### src/rtl/burst_col_pkg.sv
package burst_col_pkg;

    localparam int COL_W  = 8;
    localparam int LEN_W  = 3;
    localparam int FIXED_CODES = 4;   // codes below this select 1,2,4,8 beats

    typedef logic [COL_W-1:0] col_t;
    typedef logic [LEN_W-1:0] len_code_t;

    typedef enum logic {
        ORD_SEQ = 1'b0,
        ORD_XOR = 1'b1
    } order_e;

    typedef struct packed {
        col_t   origin;     // column supplied with the command
        col_t   wrap_mask;  // low bits that move during the burst
        order_e order;
        logic   open_end;   // full page: no natural end
    } burst_cfg_t;

    // Mask of the bits that change inside the aligned burst window.
    function automatic col_t mask_for(input len_code_t code);
        col_t one;
        one = col_t'(1);
        if (int'(code) >= FIXED_CODES)
            return '1;
        return (one << code) - one;
    endfunction

    function automatic burst_cfg_t make_cfg(input col_t col,
                                            input len_code_t code,
                                            input logic ord);
        burst_cfg_t c;
        c.origin    = col;
        c.wrap_mask = mask_for(code);
        c.open_end  = (int'(code) >= FIXED_CODES);
        c.order     = (ord && !c.open_end) ? ORD_XOR : ORD_SEQ;
        return c;
    endfunction

endpackage

### src/rtl/burst_seq_ctrl.sv
module burst_seq_ctrl
    import burst_col_pkg::*;
(
    input  logic       clk,
    input  logic       rst,
    input  logic       start_i,
    input  logic       term_i,
    input  burst_cfg_t cfg_i,
    output burst_cfg_t cfg_q,
    output col_t       beat_q,
    output logic       active_q,
    output logic       final_o
);

    logic at_end;

    // A fixed burst ends when the beat index has filled the window mask.
    assign at_end  = active_q && !cfg_q.open_end && (beat_q == cfg_q.wrap_mask);
    assign final_o = at_end;

    always_ff @(posedge clk) begin
        if (rst) begin
            active_q <= 1'b0;
            beat_q   <= '0;
            cfg_q    <= '0;
        end else if (start_i) begin
            active_q <= 1'b1;
            beat_q   <= '0;
            cfg_q    <= cfg_i;
        end else if (active_q) begin
            if (term_i || at_end) begin
                active_q <= 1'b0;
                beat_q   <= '0;
            end else begin
                beat_q   <= beat_q + col_t'(1);   // wraps freely in full page
            end
        end
    end

endmodule

### src/rtl/burst_col_map.sv
module burst_col_map
    import burst_col_pkg::*;
(
    input  burst_cfg_t cfg_i,
    input  col_t       beat_i,
    output col_t       col_o
);

    col_t stepped;
    col_t mixed;

    assign stepped = cfg_i.origin + beat_i;
    assign mixed   = cfg_i.origin ^ beat_i;

    // Per bit: bits outside the window hold the origin, bits inside follow the order.
    for (genvar b = 0; b < COL_W; b++) begin : g_bit
        always_comb begin
            if (!cfg_i.wrap_mask[b])
                col_o[b] = cfg_i.origin[b];
            else if (cfg_i.order == ORD_XOR)
                col_o[b] = mixed[b];
            else
                col_o[b] = stepped[b];
        end
    end

endmodule

### src/rtl/burst_col_gen.sv
module burst_col_gen
    import burst_col_pkg::*;
(
    input  logic       clk,
    input  logic       rst,
    input  logic       start_i,
    input  logic [7:0] start_col_i,
    input  logic [2:0] blen_i,
    input  logic       btype_i,
    input  logic       term_i,
    output logic [7:0] col_o,
    output logic       valid_o,
    output logic       last_o
);

    burst_cfg_t cfg_new;
    burst_cfg_t cfg_cur;
    col_t       beat;
    col_t       col_raw;
    logic       active;
    logic       final_beat;

    assign cfg_new = make_cfg(start_col_i, blen_i, btype_i);

    burst_seq_ctrl u_ctrl (
        .clk      (clk),
        .rst      (rst),
        .start_i  (start_i),
        .term_i   (term_i),
        .cfg_i    (cfg_new),
        .cfg_q    (cfg_cur),
        .beat_q   (beat),
        .active_q (active),
        .final_o  (final_beat)
    );

    burst_col_map u_map (
        .cfg_i  (cfg_cur),
        .beat_i (beat),
        .col_o  (col_raw)
    );

    assign valid_o = active;
    assign last_o  = final_beat;
    assign col_o   = active ? col_raw : '0;

endmodule

### config.mk
export PLATFORM = sky130hd
export DESIGN_NAME = burst_col_gen
export DESIGN_NICKNAME = d
export VERILOG_FILES = /design/src/rtl/burst_col_pkg.sv /design/src/rtl/burst_seq_ctrl.sv /design/src/rtl/burst_col_map.sv /design/src/rtl/burst_col_gen.sv
export SDC_FILE = /design/constraint.sdc
export NUM_CORES = 1
export LEC_CHECK = 0
export ABC_CLOCK_PERIOD_IN_PS = 4200
export BUFFER_PORTS_ARGS = -buffer_cell sky130_fd_sc_hd__buf_2
export CAP_MARGIN = 20
export CORE_MARGIN = 4
export CORE_UTILIZATION = 40
export DETAILED_ROUTE_END_ITERATION = 8
export MAX_ROUTING_LAYER = met4
export PLACE_DENSITY = 0.66
export RECOVER_POWER = 25
export SLEW_MARGIN = 40
export SYNTH_ARGS = -nofsm -noshare
export SYNTH_HDL_FRONTEND = slang
export SYNTH_SLANG_ARGS = --single-unit
### constraint.sdc
create_clock -name clk -period 4.2 [get_ports clk]
set_input_delay 0.42 -clock clk [delete_from_list [all_inputs] [get_ports clk]]
set_output_delay 0.42 -clock clk [all_outputs]
set_load 0.02 [all_outputs]
# Word-level counts from Yosys, hierarchy flattened
# Index checks and enable logic that the tools add are counted.
# word_totals
word_cells	45
register_bits	27
in_bits	16
out_inout_bits	10
# op_classes
addsub	3
n_eq_ne	1
n_bitwise	1
n_shift	1
n_lt_le_gt_ge	1
reduce_logical	7
n_mux	25
# op_table
operator	n
2-to-1 mux 8 bit	4
2-to-1 mux 1 bit	21
adder 8 x 1 -> 8 bit (second input constant)	1
adder 8 bit	1
== test 8 bit	1
<< shifter 1 x 3 -> 8 bit (first input constant)	1
subtractor 8 x 1 -> 8 bit (second input constant)	1
bitwise XOR 8 bit	1
>= comparator 3 bit (second input constant)	1
logical AND 1 bit	3
logical NOT 1 bit	2
OR reduction 2 bit	1
logical OR 1 bit	1

# Logic depth before layout (Yosys ltp)
# Gate-level depths: netlist of the first run.
# logic_depth
depth_word	7
ltp_mapped	7
mapped_depth_nobuf	7

# Hierarchy
# From an unflattened synthesis of the first run, not the netlist that was laid out.
# hier_totals
cells_unflattened	212
hier_area_um2	1840.5
# by_module_without_submodules
mod	cells_per_inst	area_per_inst_um2	n_inst	seq_area_each_um2
burst_seq_ctrl	133	1295.0	1	540.5
burst_col_map	61	442.9	1	0.0
burst_col_gen	18	102.6	1	0.0

# Worst setup path before layout of the first run
# No wires, ideal clock.
# synth_path
kind	reg2out
start	register u_ctrl.beat_q[0]
end	output port col_o[4]
path_buffers	0
required_ns	3.780
slack_ns	1.764
stages_incl_launch_ff	7
arrival_ns	2.016
cell_sequence	dfxtp_1 ha_1 fa_1 a211oi_1 nor2_1 xnor2_1 a211oi_1
# synth_between
elab_chain_len	4
# synth_lines
element	line_no	text
from (decl)	burst_seq_ctrl.sv:10	output col_t beat_q,
from (signal assigned)	burst_seq_ctrl.sv:35	beat_q <= beat_q + col_t'(1);
adder 8 bit	burst_col_map.sv:12	assign stepped = cfg_i.origin + beat_i;
2-to-1 mux 1 bit	burst_col_map.sv:20	else if (cfg_i.order == ORD_XOR)
2-to-1 mux 1 bit	burst_col_map.sv:18	if (!cfg_i.wrap_mask[b])
2-to-1 mux 8 bit	burst_col_gen.sv:45	assign col_o = active ? col_raw : '0;
to (decl)	burst_col_gen.sv:11	output logic [7:0] col_o,
# Every way passes these cells.

# Worst setup path after layout of the first run
# layout_path
start	register u_ctrl.beat_q[0]
end	output port col_o[6]
# The elaborated chain is that of the path after synthesis.

==> summary.md, run 1 <==
| Metric | Value |
|---|---|
| Final period utilization | `64.7%` |
| Maximum vdd drop | `~0.19 mV` |
| # port buffers | `25` |
| CP Data Arrival Time | `2300 ps` |
| Final Hold Vio Count | `0` |
| Flops & latches, synth | `27` |
| Pwr/cell area | `about 270 nW/um^2` |
| Setup CP Type | `reg2out` |
| Syn nets | `225` |
| Asr flop ratio synth | `0%` |
| Global route overflow | `0` |
| Gr busiest metal | `met2` |
| Area grow syn2layout | `10.9%` |
| Routed WL | `3800 um` |
| Worst path slowest cell | `fa_1` |
| Share of cells above drive strength 1 | `16.4%` |
| Die ar. | `5430 sq um` |
| Post-synth top area share | `a little under a third` |
| Setup Buffers After CTS | `0` |
| Post-Synthesis Cell Area | `1730 sq um` |
| Startpoint Class | `flip-flop` |
| DR vias | `1,487` |
| Clk_skew | `roughly 5.3 ps` |
| Clock root buffer | `clkbuf_8` |
| First-pass GRT wire length | `6560 um` |
| Initial Util | `42.3%` |
| Tmin final | `2720 ps` |
| Average vias per placed instance | `5.53` |
| Met3 GRT Util | `2.87%` |
| Num rows | `23` |
| Ys flop type | `dfxtp_1` |
| Pin count of the biggest net entering global routing | `28` |
| Routed len/inst | `14.1 um` |
| Io pins | `26` |
| Routability cong. | `0.855` |
| Critical-path cell list | `ha_1 -> fa_1 -> a211oi_1 -> o32ai_1 -> xor2_1 -> mux2i_1 -> nor2_1 -> buf_2` |
| Total Neg Setup Slack | `0 ps` |
| Relative slew margins | `7.61%` |
| DIE WIDTH | `73.7 um` |
| DP Area | `1870 sq um` |
| Critical Path RT | `around 3800 ps` |
| Yosys top cell by area | `dfxtp_1` |
| Vias in the first global route | `between 1,000 and 1,500` |
| Sequential cell area fraction in the yosys report | `31.3%` |
| Count of cell types in the netlist | `46` |
| Endpoints failing setup | `0` |
| Design area | `about 1900 sq um` |
| Area contributors post-synth | `dfxtp_1, mux2i_1, ha_1` |
| Status | `complete, no violations` |
| Worst-path clk slew | `90 ps` |
| # hold bufs at CTS | `0` |
| Core area | `around 4000 sq um` |
| ANT cells | `0` |
| Max-Cap Viols | `0` |
| Number of flops mapped to enable cells by yosys | `0` |
| Skew-Pair Late Insertion Delay | `270 ps` |
| CTS tree | `yes` |
| Hpwl dp | `around 2800 um` |
| Antenna viol nets, final | `0` |
| Commonest cells post-synth | `dfxtp_1, nor2_1, a21oi_1` |
| GR Util All Layers | `around 16%` |
| Crit end category | `output pin` |
| CTS resizes | `0` |
| M1 GR Usage | `a little over a fifth` |
| Die height | `between 70 and 80 um` |
| Leak Pwr | `0.798 nW` |
| CP top delay family | `adder cells` |
| Hold Path Class | `in2reg` |
| Critical path buffer and inverter count | `1` |
| Max Clk Rate | `approximately 370 MHz` |
| Slowest stage delay, CP | `390 ps` |
| Max Slew Vio Count | `0` |
| Syn_area_per_cell | `8.63 sq um` |
| Count leader, synth | `dfxtp_1` |
| H-tree Lvls | `1` |
| Detailed router's first-iteration violation count | `84` |
| Worst-margin pin slew | `approximately 1400 ps` |
| RSZ-0062 raised after global routing | `no` |
| Met2 Use GR | `between 20 and 25%` |
| Initial antenna violation count | `0` |
| # DRC | `0` |
| Clk buf depth | `2` |
| Total clock buffers created by CTS | `3` |
| Crit Path Max Fanout | `7` |
| # clock sinks | `27` |
| Final Net Count | `245` |
| Synth Instances | `200` |
| Initial DRT Pass Iterations | `4` |
| Yosys Warn Count | `0` |
| Final Core Density | `46.9%` |
-- through the flow --
stage / hold slack [ps] / instances / power (mW) / worst slack [ps]
2_1_floorplan: 445 / 200 / 0.342 / 1760
3_3_place_gp: 456 / 265 / 0.367 / 1810
3_5_place_dp: 460 / 265 / 0.368 / 1800
4_1_cts: 376 / 269 / 0.514 / 1480
5_1_grt: 398 / 269 / 0.536 / 1330
6_report: 379 / 269 / 0.509 / 1480
-- cell families after synthesis --
family          after synthesis  share of synthesized area [%]
compound gates               57                           22.7
flops                        27                           31.3
fa+ha+maj                     9                           6.96
buf+inv                      17                           4.28
simple gates                 67                           22.3
mux                          11                           6.38
xor+xnor                     12                           6.09
-- sequential cells by signal (all words and copies together) (netlist names) --
| signal | cells |
|---|---|
| u_ctrl.cfg_q | 18 |
| u_ctrl.active_q | 1 |
| u_ctrl.beat_q | 8 |
-- routing by layer --
layer | vias up | part of all wire (%) | routed length [um]
met5 | - | 0 | 0
met4 | 0 | 0.63 | 24
met3 | 2 | 5.4 | 206
met2 | 36 | 45 | 1700
met1 | 674 | 49 | 1870
li1 | 775 | - | -
-- power breakdown --
part / internal, mW / total, mW / switching, mW
Clock: 0.0679 / 0.147 / 0.0787
Combinational: 0.0326 / 0.0805 / 0.0479
Sequential: 0.267 / 0.282 / 0.0146
-- cell usage in the layout, fill, tap and decap left out, drive strengths merged, types with 5 or more instances in the layout --
master  Yosys  routed
nand2b      9       9
ha          8       8
inv         7       7
nand3       7       7
dfxtp      27      27
a211oi      8       8
buf         6      24
xor2        9       9
mux2i      11      11
nor2       24      24
nand2      10      10
a21oi      16      16
o21ai       8       8
clkbuf      4       5
-- layout make-up --
class | instances | area [sq um]
clock buffer | 4 | 45.0
sequential | 27 | 541
timing repair buffer | 25 | 124
tap | 50 | 62.6
inverter | 7 | 26.3
fill | 421 | 2170
multi-input combinational | 156 | 1120
-- final timing paths --
path | from | end | slack [ps] | depth (start not counted)
worst min-delay path | start_col_i[6] | u_ctrl.cfg_q[16]$_SDFFE_PP0P_ | 380 | 3
worst min register to register | u_ctrl.cfg_q[0]$_SDFFE_PP0P_ | u_ctrl.cfg_q[0]$_SDFFE_PP0P_ | 490 | 2
worst max register to register | u_ctrl.active_q$_SDFF_PP0_ | u_ctrl.beat_q[2]$_SDFFE_PP0P_ | 2370 | 5
worst max-delay path | u_ctrl.beat_q[0]$_SDFFE_PP0P_ | col_o[6] | 1480 | 8
-- worst reg2reg max path, delay by kind of cell (launching register included) --
kind | cells | cell delay, ps
flops | 1 | 650
compound gates | 1 | 100
simple gates | 4 | 950
Note: power is estimated with default switching activity, not from simulation.
==> run 2, diff against run 1 <==
--- a/config.mk
+++ b/config.mk
@@ -5,14 +5,15 @@
 export SDC_FILE = /design/constraint.sdc
 export NUM_CORES = 1
 export LEC_CHECK = 0
-export ABC_CLOCK_PERIOD_IN_PS = 4200
+export ABC_AREA = 1
+export ABC_CLOCK_PERIOD_IN_PS = 2500
 export BUFFER_PORTS_ARGS = -buffer_cell sky130_fd_sc_hd__buf_2
 export CAP_MARGIN = 20
 export CORE_MARGIN = 4
 export CORE_UTILIZATION = 40
 export DETAILED_ROUTE_END_ITERATION = 8
 export MAX_ROUTING_LAYER = met4
-export PLACE_DENSITY = 0.66
+export PLACE_DENSITY = 0.67
 export RECOVER_POWER = 25
 export SLEW_MARGIN = 40
 export SYNTH_ARGS = -nofsm -noshare
==> constraint.sdc (replaced) <==
create_clock -name clk -period 2.5 [get_ports clk]
set_input_delay 0.25 -clock clk [delete_from_list [all_inputs] [get_ports clk]]
set_output_delay 0.25 -clock clk [all_outputs]
set_load 0.02 [all_outputs]
==> run 2 against run 1 <==
Net effect:
- die area fell by 5.3%
- combinational power rose by 58%
- cell count rose by 10%
- clock power rose by 80%
- non-clock buffer count rose by 2
- final area fell by 3.5%
- sequential cell count did not move
- worst hold slack got worse by 220 ps
- critical path depth rose by 2
==> summary.md, run 2 <==
| Metric | Value |
|---|---|
| Area contributors post-synth | `dfxtp_1, nand2_1, a21oi_1 (was dfxtp_1, mux2i_1, ha_1)` |
| Initial antenna violation count | `0 (unchanged)` |
| Pwr/cell area | `466 nW/um^2 (was 266 nW/um^2)` |
| Maximum vdd drop | `0.370 mV (was 0.193 mV)` |
| Post-synth top area share | `33.3% (was 31.3%)` |
| WHS | `157 ps (was 379 ps)` |
| Asr flop ratio synth | `0% (unchanged)` |
| Endpoints failing setup | `0 (unchanged)` |
| Slowest stage delay, CP | `410 ps (was 390 ps)` |
| Largest reg by FF count | `u_ctrl.cfg_q (unchanged)` |
| Critical-path cell list | `ha_1 -> fa_1 -> nand3_1 -> nand2_1 -> nand4_1 -> nand3_1 -> nand2_1 -> nor2_1 -> nor2_1 -> buf_2 (was ha_1 -> fa_1 -> a211oi_1 -> o32ai_1 -> xor2_1 -> mux2i_1 -> nor2_1 -> buf_2)` |
| Crit Path Max Fanout | `5 (was 7)` |
| Number of flops mapped to enable cells by yosys | `0 (unchanged)` |
| Hpwl dp | `2890 um (was 2820 um)` |
| # port buffers | `25 (unchanged)` |
| DR vias | `1,496 (was 1,487)` |
| Yosys top cell by area | `dfxtp_1 (unchanged)` |
| Status | `complete, no violations (unchanged)` |
| Net load switching power | `0.251 mW (was 0.141 mW)` |
| Area grow syn2layout | `13.8% (was 10.9%)` |
| Max Clk Rate | `around 450 MHz` |
| ANT cells | `0 (unchanged)` |
| # clock sinks | `27 (unchanged)` |
| Clk_skew | `10.2 ps (was 5.28 ps)` |
| Ys flop type | `dfxtp_1 (unchanged)` |
| Routed len/inst | `12.8 um (was 14.1 um)` |
| Sw frac | `29.1% (was 27.8%)` |
| Setup CP Type | `reg2out (unchanged)` |
| Io pins | `26 (unchanged)` |
| RSZ-0062 raised after global routing | `no (unchanged)` |
| Placed Cells | `293 (was 265)` |
| Worst-margin pin slew | `751 ps (was 1390 ps)` |
| Max-Cap Viols | `0 (unchanged)` |
| Count of cell types in the netlist | `32 (was 46)` |
| Worst path slowest cell | `fa_1 (unchanged)` |
| Clock share of power | `30.8% (was 28.8%)` |
| CP Data Arrival Time | `1990 ps (was 2300 ps)` |
| First-pass GRT wire length | `6290 um (was 6560 um)` |
| Startpoint Class | `flip-flop (unchanged)` |
| Initial DRT Pass Iterations | `4 (unchanged)` |
| Count leader, synth | `nand2_1 (was dfxtp_1)` |
| Global route overflow | `0 (unchanged)` |
| Vias in the first global route | `1,365 (was 1,371)` |
| Post-Synthesis Cell Area | `1620 sq um (was 1730 sq um)` |
| Tmin final | `roughly 2200 ps` |
| Crit end category | `output pin (unchanged)` |
| # hold bufs at CTS | `0 (unchanged)` |
| Core area | `3800 sq um (was 4090 sq um)` |
| Initial Util | `42.8% (was 42.3%)` |
| DP Area | `1800 sq um (was 1870 sq um)` |
| Clock root buffer | `clkbuf_8 (unchanged)` |
| # DRC | `0 (unchanged)` |
| Die height | `71.7 um (was 73.7 um)` |
| H-tree Lvls | `1 (unchanged)` |
| R2r setup slk | `1060 ps (was 2370 ps)` |
| Pin count of the biggest net entering global routing | `17 (was 28)` |
| CTS tree | `yes (unchanged)` |
| Worst-path clk slew | `110 ps (was 90 ps)` |
| Skew-Pair Late Insertion Delay | `290 ps (was 270 ps)` |
| Synth Instances | `222 (was 200)` |
| Antenna viol nets, final | `0 (unchanged)` |
| Leak Pwr | `0.852 nW (was 0.798 nW)` |
| Seq pwr share | `54.4% (was 55.4%)` |
| CTS resizes | `0 (unchanged)` |
| Flops & latches, synth | `27 (unchanged)` |
| GR Util All Layers | `15.8% (was 15.9%)` |
| Fin cells | `297 (was 269)` |
| Syn_area_per_cell | `7.32 sq um (was 8.63 sq um)` |
| Most common cell after layout, fill and taps aside | `nand2_1 (was dfxtp_1)` |
| Share of cells above drive strength 1 | `18.9% (was 16.4%)` |
| Largest regs | `u_ctrl.cfg_q (18), u_ctrl.beat_q (8), u_ctrl.active_q (1) (unchanged)` |
| Detailed router's first-iteration violation count | `92 (was 84)` |
| Yosys Warn Count | `0 (unchanged)` |
| Final Net Count | `275 (was 245)` |
| DIE WIDTH | `71.7 um (was 73.7 um)` |
| Final Hold Vio Count | `0 (unchanged)` |
| Die ar. | `5140 sq um (was 5430 sq um)` |
| Hold Path Class | `in2reg (unchanged)` |
| Critical Path RT | `2250 ps (was 3780 ps)` |
| Average vias per placed instance | `5.04 (was 5.53)` |
| Design area | `1850 sq um (was 1920 sq um)` |
| Final period utilization | `89.7%` |
| Comb power frac | `14.8% (was 15.8%)` |
| Routability cong. | `0.922 (was 0.855)` |
| Max Slew Vio Count | `0 (unchanged)` |
| Commonest cells post-synth | `nand2_1, dfxtp_1, a21oi_1 (was dfxtp_1, nor2_1, a21oi_1)` |
| Sequential cell area fraction in the yosys report | `33.3% (was 31.3%)` |
| Num rows | `22 (was 23)` |
| Syn nets | `247 (was 225)` |
| Max reg flops | `18 (unchanged)` |
| Setup Buffers After CTS | `0 (unchanged)` |
| Routed WL | `3800 um (about the same)` |
| Total Neg Setup Slack | `0 ps (unchanged)` |
| Most frequent cells in the layout | `nand2_1, dfxtp_1, buf_2, inv_1, a21oi_1 (was dfxtp_1, nor2_1, buf_2, a21oi_1, mux2i_1)` |
| Internal | `0.611 mW (was 0.368 mW)` |
| Clk buf depth | `2 (unchanged)` |
| Total clock buffers created by CTS | `3 (unchanged)` |
| Relative slew margins | `49.7% (was 7.61%)` |
## run 2: cell count changes in the layout (fill, tap and decap cells not counted), sizes merged, moves of 9 or more
cell    delta
inv       +20
mux2i     -11
nand2     +40
nand2b     -9
o21ai     +10
## run 2: layer usage
metal  vias up  track usage [%]  routed length [um]
met5         -                -                   0
li1        790                -                   -
met2        31             24.4                1730
met4         0             4.18                  85
met1       666             20.8                1820
met3         9             3.37                 165
## run 2: power groups by stage
stage / Combinational [mW] / Clock, mW / Sequential [mW]
6_report: 0.127 / 0.265 / 0.469
5_1_grt: 0.145 / 0.281 / 0.472
4_1_cts: 0.130 / 0.277 / 0.469
3_5_place_dp: 0.130 / 0 / 0.479
3_3_place_gp: 0.128 / 0 / 0.479
2_1_floorplan: 0.0906 / 0 / 0.473
## run 2: layout make-up
cell class                 instances  area (sq um)
inverter                          29           109
timing repair buffer              27           138
clock inverter                     1          7.51
multi-input combinational        162           952
tap                               48          60.1
fill                             385          1950
clock buffer                       3          41.3
sequential                        27           541
## run 2: cells by family after synthesis
| group | count (synthesis) | synth area share [%] |
|---|---|---|
| adder cells (fa/ha/maj) | 9 | 7.40 |
| XOR/XNOR | 8 | 4.31 |
| AND/OR/NAND/NOR | 94 | 29.0 |
| AO/OA/AOI/OAI | 51 | 18.1 |
| buffers and inverters | 33 | 7.94 |
| flip-flops | 27 | 33.3 |
## run 2: critical path: cells and delay by family, from the launching register on
family,cells,cell delay (ps)
AND/OR/NAND/NOR,7,520
buffers and inverters,1,160
adder cells (fa/ha/maj),2,640
flip-flops,1,370
## run 2: path summary, 6_finish.rpt
kind	from	depth (start not counted)	end
worst min register to register	u_ctrl.cfg_q[0]$_SDFFE_PP0P_	2	u_ctrl.cfg_q[0]$_SDFFE_PP0P_
worst min-delay path	start_col_i[1]	3	u_ctrl.cfg_q[11]$_SDFFE_PP0P_
worst max-delay path	u_ctrl.beat_q[0]$_SDFFE_PP0P_	10	col_o[6]
worst max register to register	u_ctrl.beat_q[1]$_SDFFE_PP0P_	7	u_ctrl.beat_q[6]$_SDFFE_PP0P_
## run 2: per-stage QoR
step	setup slack [ps]	utilization (%)	power, mW
after floorplan	582	-	0.564
after global placement	589	47.5	0.608
after detailed placement	591	47.5	0.609
after CTS	249	48.8	0.876
after global routing	59.1	48.6	0.898
final	258	48.6	0.862
==> run 3, diff against run 2 <==
--- a/config.mk
+++ b/config.mk
@@ -5,15 +5,15 @@
 export SDC_FILE = /design/constraint.sdc
 export NUM_CORES = 1
 export LEC_CHECK = 0
-export ABC_AREA = 1
-export ABC_CLOCK_PERIOD_IN_PS = 2500
+export ABC_CLOCK_PERIOD_IN_PS = 2000
 export BUFFER_PORTS_ARGS = -buffer_cell sky130_fd_sc_hd__buf_2
 export CAP_MARGIN = 20
 export CORE_MARGIN = 4
 export CORE_UTILIZATION = 40
 export DETAILED_ROUTE_END_ITERATION = 8
+export GPL_TIMING_DRIVEN = 0
 export MAX_ROUTING_LAYER = met4
-export PLACE_DENSITY = 0.67
+export PLACE_DENSITY = 0.69
 export RECOVER_POWER = 25
 export SLEW_MARGIN = 40
 export SYNTH_ARGS = -nofsm -noshare
==> constraint.sdc (replaced) <==
create_clock -name clk -period 2 [get_ports clk]
set_input_delay 0.2 -clock clk [delete_from_list [all_inputs] [get_ports clk]]
set_output_delay 0.2 -clock clk [all_outputs]
set_load 0.02 [all_outputs]
==> run 3 against run 2 <==
Net effect:
- the run now ends with negative setup slack left
- global-route usage up 2.3 points
- final area increased by 17%
- non-clock buffer count rose by 15
- core utilization increased by 4.4 points
- routed wire length rose by 14%
- count of clock-buffer cells in the layout is 1 higher
- clock skew down 4.9 ps
- cell count fell by 3.7%
- die area increased by 5.6%
- first-iteration DRC count is 16% lower
- via count rose by 7.6%
- highest routed layer unchanged
==> summary.md, run 3 (same netlist as run 1, synthesis figures left out) <==
| Metric | Value |
|---|---|
| Status | `finished with violations (was complete, no violations)` |
| Violated checks | `negative setup slack` |
| Critical-path cell list | `ha_4 -> fa_2 -> a211oi_2 -> o32ai_2 -> xor2_1 -> mux2i_1 -> nor2_2 -> buf_6 (was ha_1 -> fa_1 -> nand3_1 -> nand2_1 -> nand4_1 -> nand3_1 -> nand2_1 -> nor2_1 -> nor2_1 -> buf_2)` |
| FILL cells | `404 (was 385)` |
| Worst Hold Depth | `3 (unchanged)` |
| Relative slew margins | `59.5% (was 49.7%)` |
| Routability cong. | `0.841 (was 0.922)` |
| Pin count of the biggest net entering global routing | `15 (was 17)` |
| Worst-margin pin slew | `605 ps (was 751 ps)` |
| Vias in the first global route | `1,530 (was 1,365)` |
| Clock share of power | `28.8% (was 30.8%)` |
| Routed WL | `4350 um (was 3800 um)` |
| Final Core Density | `53.0% (was 48.6%)` |
| Average vias per placed instance | `5.63 (was 5.04)` |
| Final Hold Vio Count | `0 (unchanged)` |
| Design area | `2170 sq um (was 1850 sq um)` |
| Most common cell after layout, fill and taps aside | `nor2_1 (was nand2_1)` |
| Crit Path Max Fanout | `2 (was 5)` |
| Pwr Total | `1.11 mW (was 0.862 mW)` |
| Final Net Count | `262 (was 275)` |
| Skew-Pair Late Insertion Delay | `280 ps (was 290 ps)` |
| Crit end category | `output pin (unchanged)` |
| ANT cells | `0 (unchanged)` |
| H-tree Lvls | `1 (unchanged)` |
| Initial Util | `42.3% (was 42.8%)` |
| First-pass GRT wire length | `7380 um (was 6290 um)` |
| R2R cell count | `7 (unchanged)` |
| Worst path slowest cell | `fa_2 (was fa_1)` |
| Die ar. | `5430 sq um (was 5140 sq um)` |
| # clock sinks | `27 (unchanged)` |
| Critical Path RT | `1800 ps (was 2250 ps)` |
| Maximum vdd drop | `0.421 mV (was 0.370 mV)` |
| Reg area | `567 sq um (was 541 sq um)` |
| GR Util All Layers | `18.1% (was 15.8%)` |
| Max Clk Rate | `433 MHz` |
| Initial antenna violation count | `0 (unchanged)` |
| Slowest stage delay, CP | `370 ps (was 410 ps)` |
| Hold endpoint | `u_ctrl.cfg_q[17]$_SDFFE_PP0P_ (was u_ctrl.cfg_q[11]$_SDFFE_PP0P_)` |
| Largest reg by FF count | `u_ctrl.cfg_q (unchanged)` |
| Setup CP Type | `reg2out (unchanged)` |
| # hold bufs at CTS | `0 (unchanged)` |
| Hold Path Class | `in2reg (unchanged)` |
| Hpwl dp | `3050 um (was 2890 um)` |
| Seq pwr share | `52.7% (was 54.4%)` |
| Max reg flops | `18 (unchanged)` |
| Min-delay src | `start_col_i[7] (was start_col_i[1])` |
| Tmin final | `between 2000 and 2500 ps` |
| Initial DRT Pass Iterations | `4 (unchanged)` |
| RSZ-0062 raised after global routing | `yes (was no)` |
| CP Data Arrival Time | `2110 ps (was 1990 ps)` |
| Most frequent cells in the layout | `nor2_1, buf_2, dfxtp_1, a21oi_1, buf_4 (was nand2_1, dfxtp_1, buf_2, inv_1, a21oi_1)` |
| Antenna viol nets, final | `0 (unchanged)` |
| Reg2reg end | `u_ctrl.beat_q[5]$_SDFFE_PP0P_ (was u_ctrl.beat_q[6]$_SDFFE_PP0P_)` |
| Max Slew Vio Count | `0 (unchanged)` |
| Worst-path clk slew | `90 ps (was 110 ps)` |
| Detailed router's first-iteration violation count | `77 (was 92)` |
| Leak Pwr | `0.865 nW (was 0.852 nW)` |
| Pwr/cell area | `511 nW/um^2 (was 466 nW/um^2)` |
| # port buffers | `24 (was 25)` |
| DR vias | `1,610 (was 1,496)` |
| Largest regs | `u_ctrl.cfg_q (18), u_ctrl.beat_q (8), u_ctrl.active_q (1) (unchanged)` |
| Final period utilization | `116%` |
| Placed Cells | `274 (was 293)` |
| Clk_skew | `5.31 ps (was 10.2 ps)` |
| Clk buf depth | `2 (unchanged)` |
| R2r setup slk | `330 ps (was 1060 ps)` |
| Fin cells | `286 (was 297)` |
| Io pins | `26 (unchanged)` |
| Endpoints failing setup | `6 (was 0)` |
| Core area | `4090 sq um (was 3800 sq um)` |
| Die height | `73.7 um (was 71.7 um)` |
| Routed len/inst | `15.2 um (was 12.8 um)` |
| Net load switching power | `0.320 mW (was 0.251 mW)` |
| Setup ws final | `-311 ps (was 258 ps)` |
| Sw frac | `28.9% (was 29.1%)` |
| Total clock buffers created by CTS | `3 (unchanged)` |
| Comb power frac | `18.5% (was 14.8%)` |
| DP Area | `1930 sq um (was 1800 sq um)` |
| Total Neg Setup Slack | `-934 ps (was 0 ps)` |
| Multi-input logic area | `1220 sq um (was 952 sq um)` |
| Startpoint Class | `flip-flop (unchanged)` |
| Max-Cap Viols | `0 (unchanged)` |
| Internal | `0.786 mW (was 0.611 mW)` |
| DIE WIDTH | `73.7 um (was 71.7 um)` |
| Num rows | `23 (was 22)` |
| Global route overflow | `0 (unchanged)` |
| Critical R2R Launch | `u_ctrl.active_q$_SDFF_PP0_ (was u_ctrl.beat_q[1]$_SDFFE_PP0P_)` |
| Share of cells above drive strength 1 | `30.1% (was 18.9%)` |
| # DRC | `0 (unchanged)` |
| Area grow syn2layout | `25.4% (was 13.8%)` |
| CTS tree | `yes (unchanged)` |
| Clock root buffer | `clkbuf_8 (unchanged)` |
[run 3: changes by cell type in the layout (fill, tap and decap cells not counted), sizes merged, moves of 7 or more]
| cell | delta |
|---|---|
| inv | -20 |
| clkbuf | +7 |
| o21ai | -10 |
| nand2 | -40 |
| buf | +9 |
| mux2i | +11 |
| a211oi | +8 |
| nand2b | +9 |
| nand3 | -8 |
[run 3: cell type report]
| cell class | instances | area share [%] |
|---|---|---|
| multi-input cells | 156 | 56.6 |
| inverters | 7 | 1.21 |
| repair buffers | 32 | 8.95 |
| well taps | 50 | 2.89 |
| flip-flops and latches | 27 | 26.2 |
| clock buffers | 4 | 2.08 |
| plain buffers | 10 | 2.14 |
[run 3: worst max-delay path: cells and delay by family, from the launching register on]
kind | cells | cell delay [ps]
AO/OA/AOI/OAI | 2 | 390
adder cells (fa/ha/maj) | 2 | 540
XOR/XNOR | 1 | 170
flip-flops | 1 | 360
multiplexers | 1 | 170
AND/OR/NAND/NOR | 1 | 60
buffers and inverters | 1 | 140
[run 3: worst max-delay path by stage]
stage,cells past startpoint,from,to
2_1_floorplan,6,u_ctrl.beat_q[0]$_SDFFE_PP0P_,col_o[4]
3_3_place_gp,8,u_ctrl.beat_q[0]$_SDFFE_PP0P_,col_o[6]
3_5_place_dp,8,u_ctrl.beat_q[0]$_SDFFE_PP0P_,col_o[6]
4_1_cts,8,u_ctrl.cfg_q[10]$_SDFFE_PP0P_,col_o[6]
5_1_grt,8,u_ctrl.cfg_q[10]$_SDFFE_PP0P_,col_o[6]
6_report,8,u_ctrl.cfg_q[10]$_SDFFE_PP0P_,col_o[6]
[run 3: stage by stage]
stage,hold WS [ps],setup WS (ps)
after global placement,432,-245
after floorplan,347,-42.1
after CTS,150,-323
after detailed placement,441,-244
final,151,-311
after global routing,165,-380
[run 3: power groups by stage]
stage | combinational [mW] | sequential [mW] | clock, mW
after floorplan | 0.129 | 0.593 | 0
after global placement | 0.180 | 0.597 | 0
after detailed placement | 0.184 | 0.598 | 0
after CTS | 0.201 | 0.583 | 0.331
after global routing | 0.226 | 0.588 | 0.351
final | 0.204 | 0.583 | 0.319
[run 3: timing repair]
item | CTS | global route
resized for setup | 30 | 4
endpoints found under the setup margin | 8 | 8
cloned | 0 | 0
pin swaps | 19 | 10
setup buffers | 7 | 2
[run 3: routing by layer]
| metal | vias to the layer above | wire length (um) | global-route usage [%] |
|---|---|---|---|
| li1 | 804 | - | - |
| met1 | 766 | 2020 | 23.0 |
| met2 | 36 | 2100 | 29.3 |
| met3 | 4 | 175 | 3.56 |
| met4 | 0 | 51 | 4.63 |
| met5 | - | 0 | - |
